`src/rtl/uam_pkg.sv`:
```
package uam_pkg;

  typedef enum logic [1:0] {
    OP_LD_LEFT  = 2'd0,
    OP_LD_RIGHT = 2'd1,
    OP_ST_LEFT  = 2'd2,
    OP_ST_RIGHT = 2'd3
  } uam_op_e;

  typedef enum logic [2:0] {
    ST_IDLE  = 3'd0,
    ST_READ  = 3'd1,
    ST_WAIT  = 3'd2,
    ST_WRITE = 3'd3,
    ST_DONE  = 3'd4
  } uam_state_e;

  function automatic logic op_is_store(uam_op_e o);
    return o[1];
  endfunction

  function automatic logic op_is_right(uam_op_e o);
    return o[0];
  endfunction

endpackage

```
`src/rtl/uam_ctrl.sv`:
```
module uam_ctrl
  import uam_pkg::*;
(
  input  logic clk,
  input  logic rst_n,
  input  logic start,
  input  logic is_store,
  input  logic rvalid,
  output logic in_idle,
  output logic in_read,
  output logic in_wait,
  output logic in_write,
  output logic in_done,
  output logic ev_accept,
  output logic ev_rdata
);

  uam_state_e state_q, state_d;

  assign in_idle  = (state_q == ST_IDLE);
  assign in_read  = (state_q == ST_READ);
  assign in_wait  = (state_q == ST_WAIT);
  assign in_write = (state_q == ST_WRITE);
  assign in_done  = (state_q == ST_DONE);

  assign ev_accept = in_idle && start;
  assign ev_rdata  = in_wait && rvalid;

  always_comb begin
    state_d = state_q;
    unique case (state_q)
      ST_IDLE:  if (start) state_d = ST_READ;
      ST_READ:  state_d = ST_WAIT;
      ST_WAIT:  if (rvalid) state_d = is_store ? ST_WRITE : ST_DONE;
      ST_WRITE: state_d = ST_DONE;
      ST_DONE:  state_d = ST_IDLE;
      default:  state_d = ST_IDLE;
    endcase
  end

  always_ff @(posedge clk) begin
    if (!rst_n) state_q <= ST_IDLE;
    else        state_q <= state_d;
  end

  AST_ONE_STATE: assert property (@(posedge clk) disable iff (!rst_n)
    $onehot({in_idle, in_read, in_wait, in_write, in_done}));
  AST_WRITE_FOLLOWS_DATA: assert property (@(posedge clk) disable iff (!rst_n)
    in_write |-> $past(rvalid));
  AST_DONE_ONE_CYCLE: assert property (@(posedge clk) disable iff (!rst_n)
    in_done |=> in_idle);

endmodule

```
`src/rtl/uam_load_merge.sv`:
```
module uam_load_merge #(
  parameter int DATA_W = 32,
  localparam int LANES = DATA_W / 8,
  localparam int OFF_W = $clog2(LANES)
) (
  input  logic              right,
  input  logic [OFF_W-1:0]  off,
  input  logic [DATA_W-1:0] mem_word,
  input  logic [DATA_W-1:0] reg_word,
  output logic [DATA_W-1:0] merged
);

  function automatic logic [DATA_W-1:0] ld_merge(
    input logic              r,
    input logic [OFF_W-1:0]  k,
    input logic [DATA_W-1:0] m,
    input logic [DATA_W-1:0] g
  );
    logic [DATA_W-1:0] ones;
    int unsigned sh;
    ones = '1;
    if (!r) begin
      sh = 8 * (LANES - 1 - int'(k));
      return (m << sh) | (g & ~(ones << sh));
    end
    sh = 8 * int'(k);
    return (m >> sh) | (g & ~(ones >> sh));
  endfunction

  assign merged = ld_merge(right, off, mem_word, reg_word);

endmodule

```
`src/rtl/uam_store_merge.sv`:
```
module uam_store_merge #(
  parameter int DATA_W = 32,
  localparam int LANES = DATA_W / 8,
  localparam int OFF_W = $clog2(LANES)
) (
  input  logic              right,
  input  logic [OFF_W-1:0]  off,
  input  logic [DATA_W-1:0] mem_word,
  input  logic [DATA_W-1:0] reg_word,
  output logic [DATA_W-1:0] merged
);

  function automatic logic [DATA_W-1:0] st_merge(
    input logic              r,
    input logic [OFF_W-1:0]  k,
    input logic [DATA_W-1:0] m,
    input logic [DATA_W-1:0] g
  );
    logic [DATA_W-1:0] ones;
    int unsigned sh;
    ones = '1;
    if (!r) begin
      sh = 8 * (LANES - 1 - int'(k));
      return (g >> sh) | (m & ~(ones >> sh));
    end
    sh = 8 * int'(k);
    return (g << sh) | (m & ~(ones << sh));
  endfunction

  assign merged = st_merge(right, off, mem_word, reg_word);

endmodule

```
`src/rtl/unaligned_merge_unit.sv`:
```
module unaligned_merge_unit
  import uam_pkg::*;
#(
  parameter int ADDR_W = 32,
  parameter int DATA_W = 32,
  parameter int IDX_W  = 5,
  localparam int LANES = DATA_W / 8,
  localparam int OFF_W = $clog2(LANES)
) (
  input  logic              clk,
  input  logic              rst_n,
  input  logic              start,
  input  logic [1:0]        op,
  input  logic [ADDR_W-1:0] addr,
  input  logic [DATA_W-1:0] reg_val,
  input  logic [IDX_W-1:0]  dest_idx,
  output logic              mem_req,
  output logic              mem_we,
  output logic [ADDR_W-1:0] mem_addr,
  output logic [DATA_W-1:0] mem_wdata,
  input  logic [DATA_W-1:0] mem_rdata,
  input  logic              mem_rvalid,
  output logic              busy,
  output logic              done,
  output logic              res_we,
  output logic [IDX_W-1:0]  res_idx,
  output logic [DATA_W-1:0] res_data
);

  uam_op_e                  op_q;
  logic [OFF_W-1:0]         off_q;
  logic [ADDR_W-OFF_W-1:0]  word_q;
  logic [DATA_W-1:0]        reg_q;
  logic [DATA_W-1:0]        rdata_q;
  logic [IDX_W-1:0]         idx_q;

  logic in_idle, in_read, in_wait, in_write, in_done;
  logic ev_accept, ev_rdata;
  logic store_q;

  assign store_q = op_is_store(op_q);

  uam_ctrl u_ctrl (
    .clk       (clk),
    .rst_n     (rst_n),
    .start     (start),
    .is_store  (store_q),
    .rvalid    (mem_rvalid),
    .in_idle   (in_idle),
    .in_read   (in_read),
    .in_wait   (in_wait),
    .in_write  (in_write),
    .in_done   (in_done),
    .ev_accept (ev_accept),
    .ev_rdata  (ev_rdata)
  );

  always_ff @(posedge clk) begin
    if (!rst_n) begin
      op_q    <= OP_LD_LEFT;
      off_q   <= '0;
      word_q  <= '0;
      reg_q   <= '0;
      idx_q   <= '0;
      rdata_q <= '0;
    end else begin
      if (ev_accept) begin
        op_q   <= uam_op_e'(op);
        off_q  <= addr[OFF_W-1:0];
        word_q <= addr[ADDR_W-1:OFF_W];
        reg_q  <= reg_val;
        idx_q  <= dest_idx;
      end
      if (ev_rdata) rdata_q <= mem_rdata;
    end
  end

  logic [DATA_W-1:0] ld_word, st_word;

  uam_load_merge #(.DATA_W(DATA_W)) u_ld (
    .right    (op_is_right(op_q)),
    .off      (off_q),
    .mem_word (rdata_q),
    .reg_word (reg_q),
    .merged   (ld_word)
  );

  uam_store_merge #(.DATA_W(DATA_W)) u_st (
    .right    (op_is_right(op_q)),
    .off      (off_q),
    .mem_word (rdata_q),
    .reg_word (reg_q),
    .merged   (st_word)
  );

  assign mem_req   = in_read || in_write;
  assign mem_we    = in_write;
  assign mem_addr  = {word_q, {OFF_W{1'b0}}};
  assign mem_wdata = st_word;
  assign busy      = !in_idle;
  assign done      = in_done;
  assign res_we    = in_done && !store_q && (idx_q != '0);
  assign res_idx   = idx_q;
  assign res_data  = ld_word;

  AST_ALIGNED_READ: assert property (@(posedge clk) disable iff (!rst_n)
    in_read |-> mem_addr == {$past(addr[ADDR_W-1:OFF_W]), {OFF_W{1'b0}}});
  AST_SAME_WORD_WRITE: assert property (@(posedge clk) disable iff (!rst_n)
    (mem_req && mem_we) |-> $stable(mem_addr));
  AST_LOAD_NO_MEM_WRITE: assert property (@(posedge clk) disable iff (!rst_n)
    mem_we |-> store_q);
  AST_IDX_ZERO_SILENT: assert property (@(posedge clk) disable iff (!rst_n)
    res_we |-> res_idx != '0);
  AST_RESULT_WITH_DONE: assert property (@(posedge clk) disable iff (!rst_n)
    res_we |-> done);
  AST_DONE_PULSE: assert property (@(posedge clk) disable iff (!rst_n)
    done |=> !done);
  AST_BUSY_HOLDS_OP: assert property (@(posedge clk) disable iff (!rst_n)
    (busy && $past(busy)) |-> $stable(op_q));

endmodule

```
`config.mk`:
```
export PLATFORM = sky130hd
export DESIGN_NAME = unaligned_merge_unit
export DESIGN_NICKNAME = d
export VERILOG_FILES = /design/src/rtl/uam_pkg.sv /design/src/rtl/uam_ctrl.sv /design/src/rtl/uam_load_merge.sv /design/src/rtl/uam_store_merge.sv /design/src/rtl/unaligned_merge_unit.sv
export SDC_FILE = /design/constraint.sdc
export NUM_CORES = 1
export LEC_CHECK = 0
export BUFFER_PORTS_ARGS = -buffer_cell sky130_fd_sc_hd__buf_2
export CAP_MARGIN = 15
export CORE_ASPECT_RATIO = 0.8
export CORE_UTILIZATION = 35
export CTS_BUF_LIST = sky130_fd_sc_hd__clkbuf_4
export DETAILED_ROUTE_END_ITERATION = 16
export GPL_TIMING_DRIVEN = 0
export PLACE_DENSITY_LB_ADDON = 0.2
export SYNTH_ARGS = -nofsm -noshare
export SYNTH_HDL_FRONTEND = slang
export SYNTH_SLANG_ARGS = --single-unit
```
`constraint.sdc`:
```
create_clock -name clk -period 2.3 [get_ports clk]
set_input_delay 0.46 -clock clk [delete_from_list [all_inputs] [get_ports clk]]
set_output_delay 0.46 -clock clk [all_outputs]
set_load 0.1 [all_outputs]
```
==> results_dict.tcl, run 1 <==
set metrics [dict create \
    timing.rr.end "rdata_q[26]" \
    crit_path_start "off_q[1]" \
    tightest_slew_ps 773.5 \
    synth_commonest_cells "nand2_1 (229), dfxtp_1 (106), mux2i_1 (92)" \
    power.density_nw_per_um2 577.5 \
    tritoncts "yes" \
    r2r_slack_ps 460 \
    syn_area_per_cell_um2 8.479 \
    nFillCells 1643 \
    path_class "register to output port" \
    period_needed_ps 2824 \
    wl_per_cell_um 22.43 \
    fp.coreArea_um2 18970 \
    initial_utilization_pct 35.84 \
    setup_slack_ps -524.3 \
    holdCritPathClass "primary input to register" \
    dr_total_vias 7674 \
    slew_headroom_pct 48.22 \
    end_kind "output port" \
    clock-sinks 106 \
    seq_area_frac_synth_pct 31.21 \
    grt_pass1_wl_mm 41.54 \
    synth_top_area_share_pct 31.21 \
    place_ws_ps -419.6 \
    cp-endpoint "mem_wdata[1]" \
    setup_viol 64 \
    leakage_nw 4.328 \
    crit_fanout 5 \
    maxCapViolations 0 \
    hold_viol 0 \
    cts_buffers 9 \
    post_dp_cell_area_um2 8703 \
    die_w_um 157.8 \
    drc 0 \
    yosysWarnings 0 \
    fin_area_um2 11290 \
    clockBufferDepth 2 \
    yosysUniqueCellTypes 41 \
    finalCritPeriodShare_pct 122.8 \
    die_height_um 126.7 \
    max_freq_mhz 354.1 \
    netlist_area_um2 6800 \
    htree_num_levels 3 \
    hold_slack_ps 145.3 \
    synth_edf_count 0 \
    antenna_found_initial 0 \
    antenna_cells 0 \
    grt_max_degree 20 \
    drive_gt1_share_pct 51.27 \
    r2r_cells 6 \
    firstDrtPassIters 7 \
    synthCells 802 \
    cts-hold-fix-buffers 0 \
    grt_pass1_vias 7035 \
    hpwl_mm 20.54 \
    r2r-start "u_ctrl.state_q[0]" \
    synth_area_leaders "dfxtp_1 (31%), mux2i_1 (14%), nand2_1 (13%)" \
    wirelength_mm 29.72 \
    fin_tns_setup_ps -19320 \
    area.growth.synth_to_final_pct 66.05 \
    ys.flop_type "dfxtp_1" \
    ys_ff_latch 106 \
    clk_pin_slew_ps 200 \
    status "complete, but fails checks" \
    rsz0062_at_grt "yes" \
    critPathLaunchType "register" \
    worstSkewPairLatency_ps 520 \
    drv_slew 0 \
    row_count 45 \
    place_congestion 0.9558 \
    violations "setup timing" \
    cp.arrival_ps 2360 \
    vias_per_cell 5.792 \
    track_usage_pct 27.80 \
    skew_ps 15.43 \
    nets 1169 \
    grt-ovfl-total 0 \
    drtIter0Drc 698 \
    post-route-util_pct 59.51 \
    io_buffers 209 \
    yosysMostFrequentCell "nand2_1" \
    cp.required_ps 1840 \
    cts-root-buf "clkbuf_4" \
    drtAntennaViolNets 0 \
    top_level_ports 213 \
    yosysTopAreaCell "dfxtp_1" \
    async_flop_share_pct 0 \
    dieArea_um2 19990 \
    irDropWorstVdd_mv 0.3657 \
]
## how the worst min path moves through the flow
stage                     slack (ps)         end  cells after the start   startpoint
after floorplan                  470  rdata_q[2]                      2   rdata_q[2]
after global placement           450  word_q[12]                      2   word_q[12]
after detailed placement         460  word_q[17]                      2   word_q[17]
after CTS                        130  res_idx[1]                      3  dest_idx[1]
after global routing             110  res_idx[1]                      3  dest_idx[1]
final                            150  res_idx[1]                      3  dest_idx[1]
## cell usage in the layout, fill, tap and decap left out, drive strengths merged, types with 3 or more instances in the layout
cell / Yosys / final
nand2: 229 / 229
a222oi: 14 / 14
inv: 2 / 4
a221oi: 14 / 14
o22ai: 16 / 16
nor2: 22 / 22
dfxtp: 106 / 106
and3: 14 / 14
o21ai: 19 / 19
clkbuf: 37 / 53
nor3b: 3 / 3
nor2b: 3 / 3
a21o: 16 / 16
o221ai: 16 / 16
nand2b: 4 / 4
a31oi: 3 / 3
a211o: 16 / 16
buf: 44 / 286
clkinv: 0 / 3
mux2i: 92 / 92
a211oi: 14 / 14
a21boi: 103 / 103
## stage by stage
step / instances / total power, mW
floorplan: 803 / 4.215
global placement: 1270 / 4.750
detailed placement: 1270 / 4.757
CTS: 1305 / 6.198
global route: 1325 / 6.721
finish: 1325 / 6.521
## where the power goes
part | leakage [nW] | internal (mW) | total, mW | switching (mW)
Combinational | 3.39 | 1.21 | 3.43 | 2.22
Clock | 0.0719 | 0.259 | 0.982 | 0.723
Sequential | 0.869 | 1.94 | 2.11 | 0.170
Total | 4.33 | 3.41 | 6.52 | 3.11
## repair_timing
item	in CTS	in global routing
hold endpoints to repair	0	0
gates resized for setup	334	156
cloned	6	4
pin swaps	32	35
buffers inserted	16	18
setup endpoints to repair	65	66
## per-layer routing
layer | GRT usage (%) | up-vias | routed length [µm]
li1 | - | 3418 | -
met1 | 37.73 | 3648 | 12190
met2 | 42.08 | 496 | 13220
met3 | 8.097 | 112 | 3215
met4 | 8.738 | 0 | 1096
met5 | 0 | - | 0
## final cells by class
class	instances	area, µm²	share of cell area (%)
Buffer	77	869.6	7.701
Clock buffer	10	75.07	0.6648
Clock inverter	6	61.31	0.5429
Inverter	2	7.507	0.06648
Multi-Input combinational cell	614	5421	48.01
Sequential cell	106	2135	18.90
Tap cell	258	322.8	2.859
Timing Repair Buffer	252	2400	21.25
## flip-flops by register name (all words and copies together) (netlist names)
name / flops
op_q: 2
word_q: 30
off_q: 2
res_idx: 5
u_ctrl.state_q: 3
reg_q: 32
rdata_q: 32
## cell families (layout without fill, tap and decap cells)
kind of cell / after synthesis / in the layout / synth area share (%)
AND/OR/NAND/NOR: 285 / 285 / 17.74
AO/OA/AOI/OAI: 233 / 233 / 29.86
flip-flops: 106 / 106 / 31.21
multiplexers: 94 / 94 / 14.20
buffers and inverters: 83 / 347 / 6.937
other: 1 / 2 / 0.05514
## critical path: stages (launching register included)
cell      delay, ps
dfxtp_4         400
buf_12          140
nor2_4          150
buf_6           150
buf_12          110
mux2i_1          90
a222oi_1        430
buf_4           380
No activity file was read; power rests on OpenSTA's default activity.
==> run 2, diff against run 1 <==
--- a/config.mk
+++ b/config.mk
@@ -12,7 +12,9 @@
 export CTS_BUF_LIST = sky130_fd_sc_hd__clkbuf_4
 export DETAILED_ROUTE_END_ITERATION = 16
 export GPL_TIMING_DRIVEN = 0
+export MAX_ROUTING_LAYER = met4
 export PLACE_DENSITY_LB_ADDON = 0.2
+export SETUP_SLACK_MARGIN = 0.1
 export SYNTH_ARGS = -nofsm -noshare
 export SYNTH_HDL_FRONTEND = slang
 export SYNTH_SLANG_ARGS = --single-unit
==> run 2 against run 1 <==
Against the previous run: the flow still finishes with violations (setup timing); utilization up 1.5 points; clock power increased by 12%; sequential cell count stayed put; cell count grew 0.91%; clock skew rose by 3.6 ps; combinational power up 1%; sequential share of layout area decreased by 0.47 points; critical path depth is 2 lower; via count grew 1.3%; critical path type unchanged.
==> results_dict.tcl, run 2 (synthesized netlist as in run 1, its figures left out) <==
set metrics [dict create \
    drive_gt1_share_pct 52.88 \
    initial_utilization_pct 35.84 \
    nFillCells 1572 \
    fin_tns_setup_ps -28780 \
    tightest_slew_ps 875.1 \
    vias_per_cell 5.815 \
    fin_area_um2 11570 \
    clockBufferDepth 2 \
    crit_fanout 6 \
    final_cell_mix "nand2_1 (225), buf_2 (146), dfxtp_1 (101)" \
    drtIter0Drc 848 \
    maxCapViolations 0 \
    cts_buffers 9 \
    tritoncts "yes" \
    place_congestion 0.9728 \
    top_regs "rdata_q (32), reg_q (32), word_q (30)" \
    rsz0062_at_grt "yes" \
    track_usage_pct 29.36 \
    end_kind "output port" \
    drc 0 \
    path_class "register to output port" \
    die_height_um 126.7 \
    grt_max_degree 20 \
    grt_use_met3_pct 5.945 \
    skew_ps 19.00 \
    gr-usage-met2_pct 41.59 \
    multi_input_comb_area_um2 5645 \
    period_needed_ps 3082 \
    dr_total_vias 7775 \
    cts-root-buf "clkbuf_4" \
    finalCritPeriodShare_pct 134.0 \
    cts-hold-fix-buffers 0 \
    clk_pin_slew_ps 200 \
    final_common_cell "nand2_1" \
    irDropWorstVdd_mv 0.3882 \
    cp.required_ps 1840 \
    nets 1180 \
    regArea_um2 2133 \
    leakage_nw 4.346 \
    top_level_ports 213 \
    worstSkewPairLatency_ps 530 \
    hold_slack_ps 136.6 \
    die_w_um 157.8 \
    place_ws_ps -397.6 \
    post-route-util_pct 60.98 \
    drv_slew 0 \
    power.density_nw_per_um2 579.3 \
    max_freq_mhz 324.5 \
    post_dp_cell_area_um2 8875 \
    antenna_found_initial 1 \
    status "complete, but fails checks" \
    hpwl_mm 20.55 \
    grt_pass1_wl_mm 42.15 \
    io_buffers 209 \
    fp.coreArea_um2 18970 \
    row_count 45 \
    violations "setup timing" \
    cp.arrival_ps 2620 \
    setup_viol 64 \
    dieArea_um2 19990 \
    wl_per_cell_um 22.78 \
    setup_slack_ps -781.9 \
    holdCritPathClass "primary input to register" \
    firstDrtPassIters 6 \
    whs_path_depth 3 \
    slew_headroom_pct 41.41 \
    htree_num_levels 3 \
    critPathLaunchType "register" \
    grt-ovfl-total 0 \
    area.growth.synth_to_final_pct 70.16 \
    wirelength_mm 30.45 \
    busiest_layer "met2" \
    grt_pass1_vias 6952 \
    r2r_cells 6 \
    drtAntennaViolNets 0 \
    clock-sinks 106 \
    hold_viol 0 \
    grtUsageMet1_pct 41.38 \
]
-- run 2: report_power, final --
part / switching, mW / internal (mW)
registers: 0.182 / 1.94
logic: 2.25 / 1.23
clock network: 0.753 / 0.352
-- run 2: routing by layer --
layer | vias to the layer above | share of wire, %
met5 | - | 0
met1 | 3662 | 43
met4 | 0 | 4.1
met3 | 122 | 11
li1 | 3445 | -
met2 | 546 | 42
-- run 2: worst max-delay path, stage by stage (launching register included) --
cell       delay (ps)
dfxtp_4           400
buf_12            150
bufbuf_16         270
mux2i_2           190
a222oi_1          690
clkbuf_8          390
-- run 2: layout make-up --
cell class	count	area share, %
buffer	81	7.461
clock buffer	9	0.5839
timing repair buffer	259	21.09
multi-input combinational	614	48.79
tap	258	2.790
antenna	1	0.02163
clock inverter	7	0.7677
sequential	106	18.44
inverter	2	0.06488
-- run 2: path summary, 6_finish.rpt --
path / from / endpoint / slack, ps
setup / recovery: off_q[0] / mem_wdata[1] / -780
hold / removal: mem_rdata[2] / rdata_q[2] / 140
setup reg to reg: u_ctrl.state_q[0] / rdata_q[7] / 430
hold reg to reg: word_q[26] / word_q[26] / 470
-- run 2: timing repair --
| item | in CTS | in global routing |
|---|---|---|
| setup buffers | 22 | 19 |
| cloned | 4 | 5 |
| setup endpoints to repair | 68 | 68 |
| pin swaps | 29 | 34 |
| resized for setup | 333 | 172 |
-- run 2: per-stage QoR --
stage,power [mW],std cells
floorplan,4.258,803
global placement,4.799,1270
detailed placement,4.807,1270
CTS,6.414,1312
global route,6.898,1337
finish,6.704,1337
==> run 3, diff against run 2 <==
--- a/config.mk
+++ b/config.mk
@@ -5,6 +5,7 @@
 export SDC_FILE = /design/constraint.sdc
 export NUM_CORES = 1
 export LEC_CHECK = 0
+export ABC_CLOCK_PERIOD_IN_PS = 2300
 export BUFFER_PORTS_ARGS = -buffer_cell sky130_fd_sc_hd__buf_2
 export CAP_MARGIN = 15
 export CORE_ASPECT_RATIO = 0.8
==> constraint.sdc (replaced) <==
create_clock -name clk -period 2.3 [get_ports clk]
set_input_delay 0.115 -clock clk [delete_from_list [all_inputs] [get_ports clk]]
set_output_delay 0.115 -clock clk [all_outputs]
set_load 0.1 [all_outputs]
==> run 3 against run 2 <==
Against the previous run: clock power down 12%; wire length down 4.7%; hold slack worse by 120 ps; register-to-register slack worse by 30 ps; cell count rose by 5.1%; via count decreased by 1.3%; cell area down 1.6%; the flow still finishes with violations (setup timing); highest routed layer unchanged; non-clock buffer count rose by 68.
==> results_dict.tcl, run 3 (synthesized netlist as in run 1, its figures left out) <==
set metrics [dict create \
    violations "setup timing" \
    status "complete, but fails checks" \
    clock-sinks 106 \
    wirelength_mm 29.03 \
    path_class "register to output port" \
    die_w_um 157.8 \
    path_delay_family "buffers and inverters" \
    drc 0 \
    htree_num_levels 3 \
    io_buffers 209 \
    grt_pass1_vias 7606 \
    crit_slowest_cell "a222oi_1" \
    top_regs "rdata_q (32), reg_q (32), word_q (30)" \
    wl_per_cell_um 20.66 \
    hold_viol 0 \
    setup_slack_ps -102.5 \
    row_count 45 \
    drtAntennaViolNets 0 \
    finalCritPeriodShare_pct 104.5 \
    clockBufferDepth 2 \
    rsz0062_at_grt "yes" \
    slew_headroom_pct 46.00 \
    max_freq_mhz 416.2 \
    skew_ps 14.23 \
    final_common_cell "nand2_1" \
    power.density_nw_per_um2 559.1 \
    cts-root-buf "clkbuf_4" \
    antenna_found_initial 1 \
    placed_cells 1270 \
    grt-ovfl-total 0 \
    die_height_um 126.7 \
    irDropWorstVdd_mv 0.3986 \
    path_buf_inv 3 \
    hold_slack_ps 12.95 \
    top_level_ports 213 \
    hpwl_mm 20.78 \
    initial_utilization_pct 35.84 \
    post-route-util_pct 60.02 \
    track_usage_pct 29.72 \
    firstDrtPassIters 8 \
    critPathLaunchType "register" \
    drtIter0Drc 713 \
    cpPeakStageDelay_ps 430 \
    period_needed_ps 2402 \
    maxCapViolations 0 \
    crit_chain "buf_8 -> nor2_4 -> buf_8 -> mux2i_1 -> a222oi_1 -> clkbuf_8" \
    area.growth.synth_to_final_pct 67.47 \
    drive_gt1_share_pct 42.41 \
    whs_path_depth 2 \
    place_congestion 0.9804 \
    path_common_cell "buf_8" \
    drv_slew 0 \
    cp.depth 6 \
    tightest_slew_ps 806.5 \
    clk_pin_slew_ps 170 \
    fp.coreArea_um2 18970 \
    grt_max_degree 20 \
    crit_path_start "off_q[1]" \
    crit_fanout 10 \
    r2r_cells 6 \
    grt_pass1_wl_mm 43.26 \
    final_cell_mix "nand2_1 (229), buf_2 (153), dlygate4sd3_1 (106)" \
    worstSkewPairLatency_ps 510 \
    holdCritPathClass "primary input to register" \
    cp.required_ps 2180 \
    cp.arrival_ps 2290 \
    vias_per_cell 5.464 \
    fin_cells 1405 \
    tritoncts "yes" \
    r2r-start "u_ctrl.state_q[1]" \
    end_kind "output port" \
    nets 1248 \
    cts_buffers 9 \
    leakage_nw 4.450 \
    dr_total_vias 7677 \
    setup_viol 5 \
    hp-start "rst_n" \
    dieArea_um2 19990 \
]
==> run 3: cell types whose count changed in the layout (fill, tap and decap cells not counted), moves of 10 or more <==
cell / delta
buf_12: -28
and3_4: -10
o21ai_0: +16
dlygate4sd3_1: +106
o221ai_2: +13
buf_4: -24
and3_1: +10
o21ai_1: -13
mux2i_4: -25
mux2i_1: +16
o221ai_4: -13
buf_8: +19
==> run 3: what timing repair did <==
| item | CTS | global route |
|---|---|---|
| pin swaps | 12 | 6 |
| buffers inserted | 9 | 2 |
| endpoints found under the setup margin | 64 | 64 |
| hold endpoints to repair | 105 | 0 |
| gates cloned | 1 | 0 |
| resized for setup | 301 | 82 |
| hold buffers | 106 | 0 |
==> run 3: path summary, 6_finish.rpt <==
path	slack [ps]	end
setup / recovery	-100	res_data[25]
hold / removal	10	off_q[1]
setup reg to reg	400	rdata_q[31]
hold reg to reg	470	word_q[18]
==> run 3: layout make-up <==
| cell class | instances | area (µm²) |
|---|---|---|
| inverter | 2 | 7.507 |
| clock inverter | 7 | 63.81 |
| tap | 258 | 322.8 |
| buffer | 81 | 809.5 |
| clock buffer | 9 | 67.56 |
| multi-input combinational | 614 | 5075 |
| sequential | 106 | 2126 |
| timing repair buffer | 327 | 2914 |
| antenna | 1 | 2.502 |
| fill | 1630 | 7586 |
==> run 3: where the power goes <==
part,switching (mW),internal (mW)
Sequential,0.155,1.94
Clock,0.731,0.240
Combinational,2.16,1.14
Total,3.04,3.32
==> run 3: worst reg2reg max path, cell delays in order (launching register included) <==
cell	delay [ps]
dfxtp_1	380
buf_2	220
and4bb_2	240
clkbuf_1	240
nand2_1	90
a21boi_0	140
dlygate4sd3_1	550
==> run 3: stage by stage <==
stage / instance area (µm²) / setup WS, ps / power [mW] / setup TNS (ps)
finish: 11390 / -102.5 / 6.367 / -220.4
global route: 11390 / -187.8 / 6.596 / -1722
CTS: 11010 / -39.16 / 6.221 / -184.0
detailed placement: 8598 / -295.3 / 4.729 / -2894
global placement: 8598 / -287.0 / 4.729 / -2797
floorplan: 7229 / -1041 / 4.187 / -16170
==> run 3: metal layers <==
metal / vias up / share of wire (%) / track usage [%]
met1: 3656 / 44 / 39.26
li1: 3560 / - / -
met4: 0 / 2.4 / 9.880
met2: 407 / 44 / 44.44
met3: 54 / 9.2 / 6.765
met5: - / 0 / -
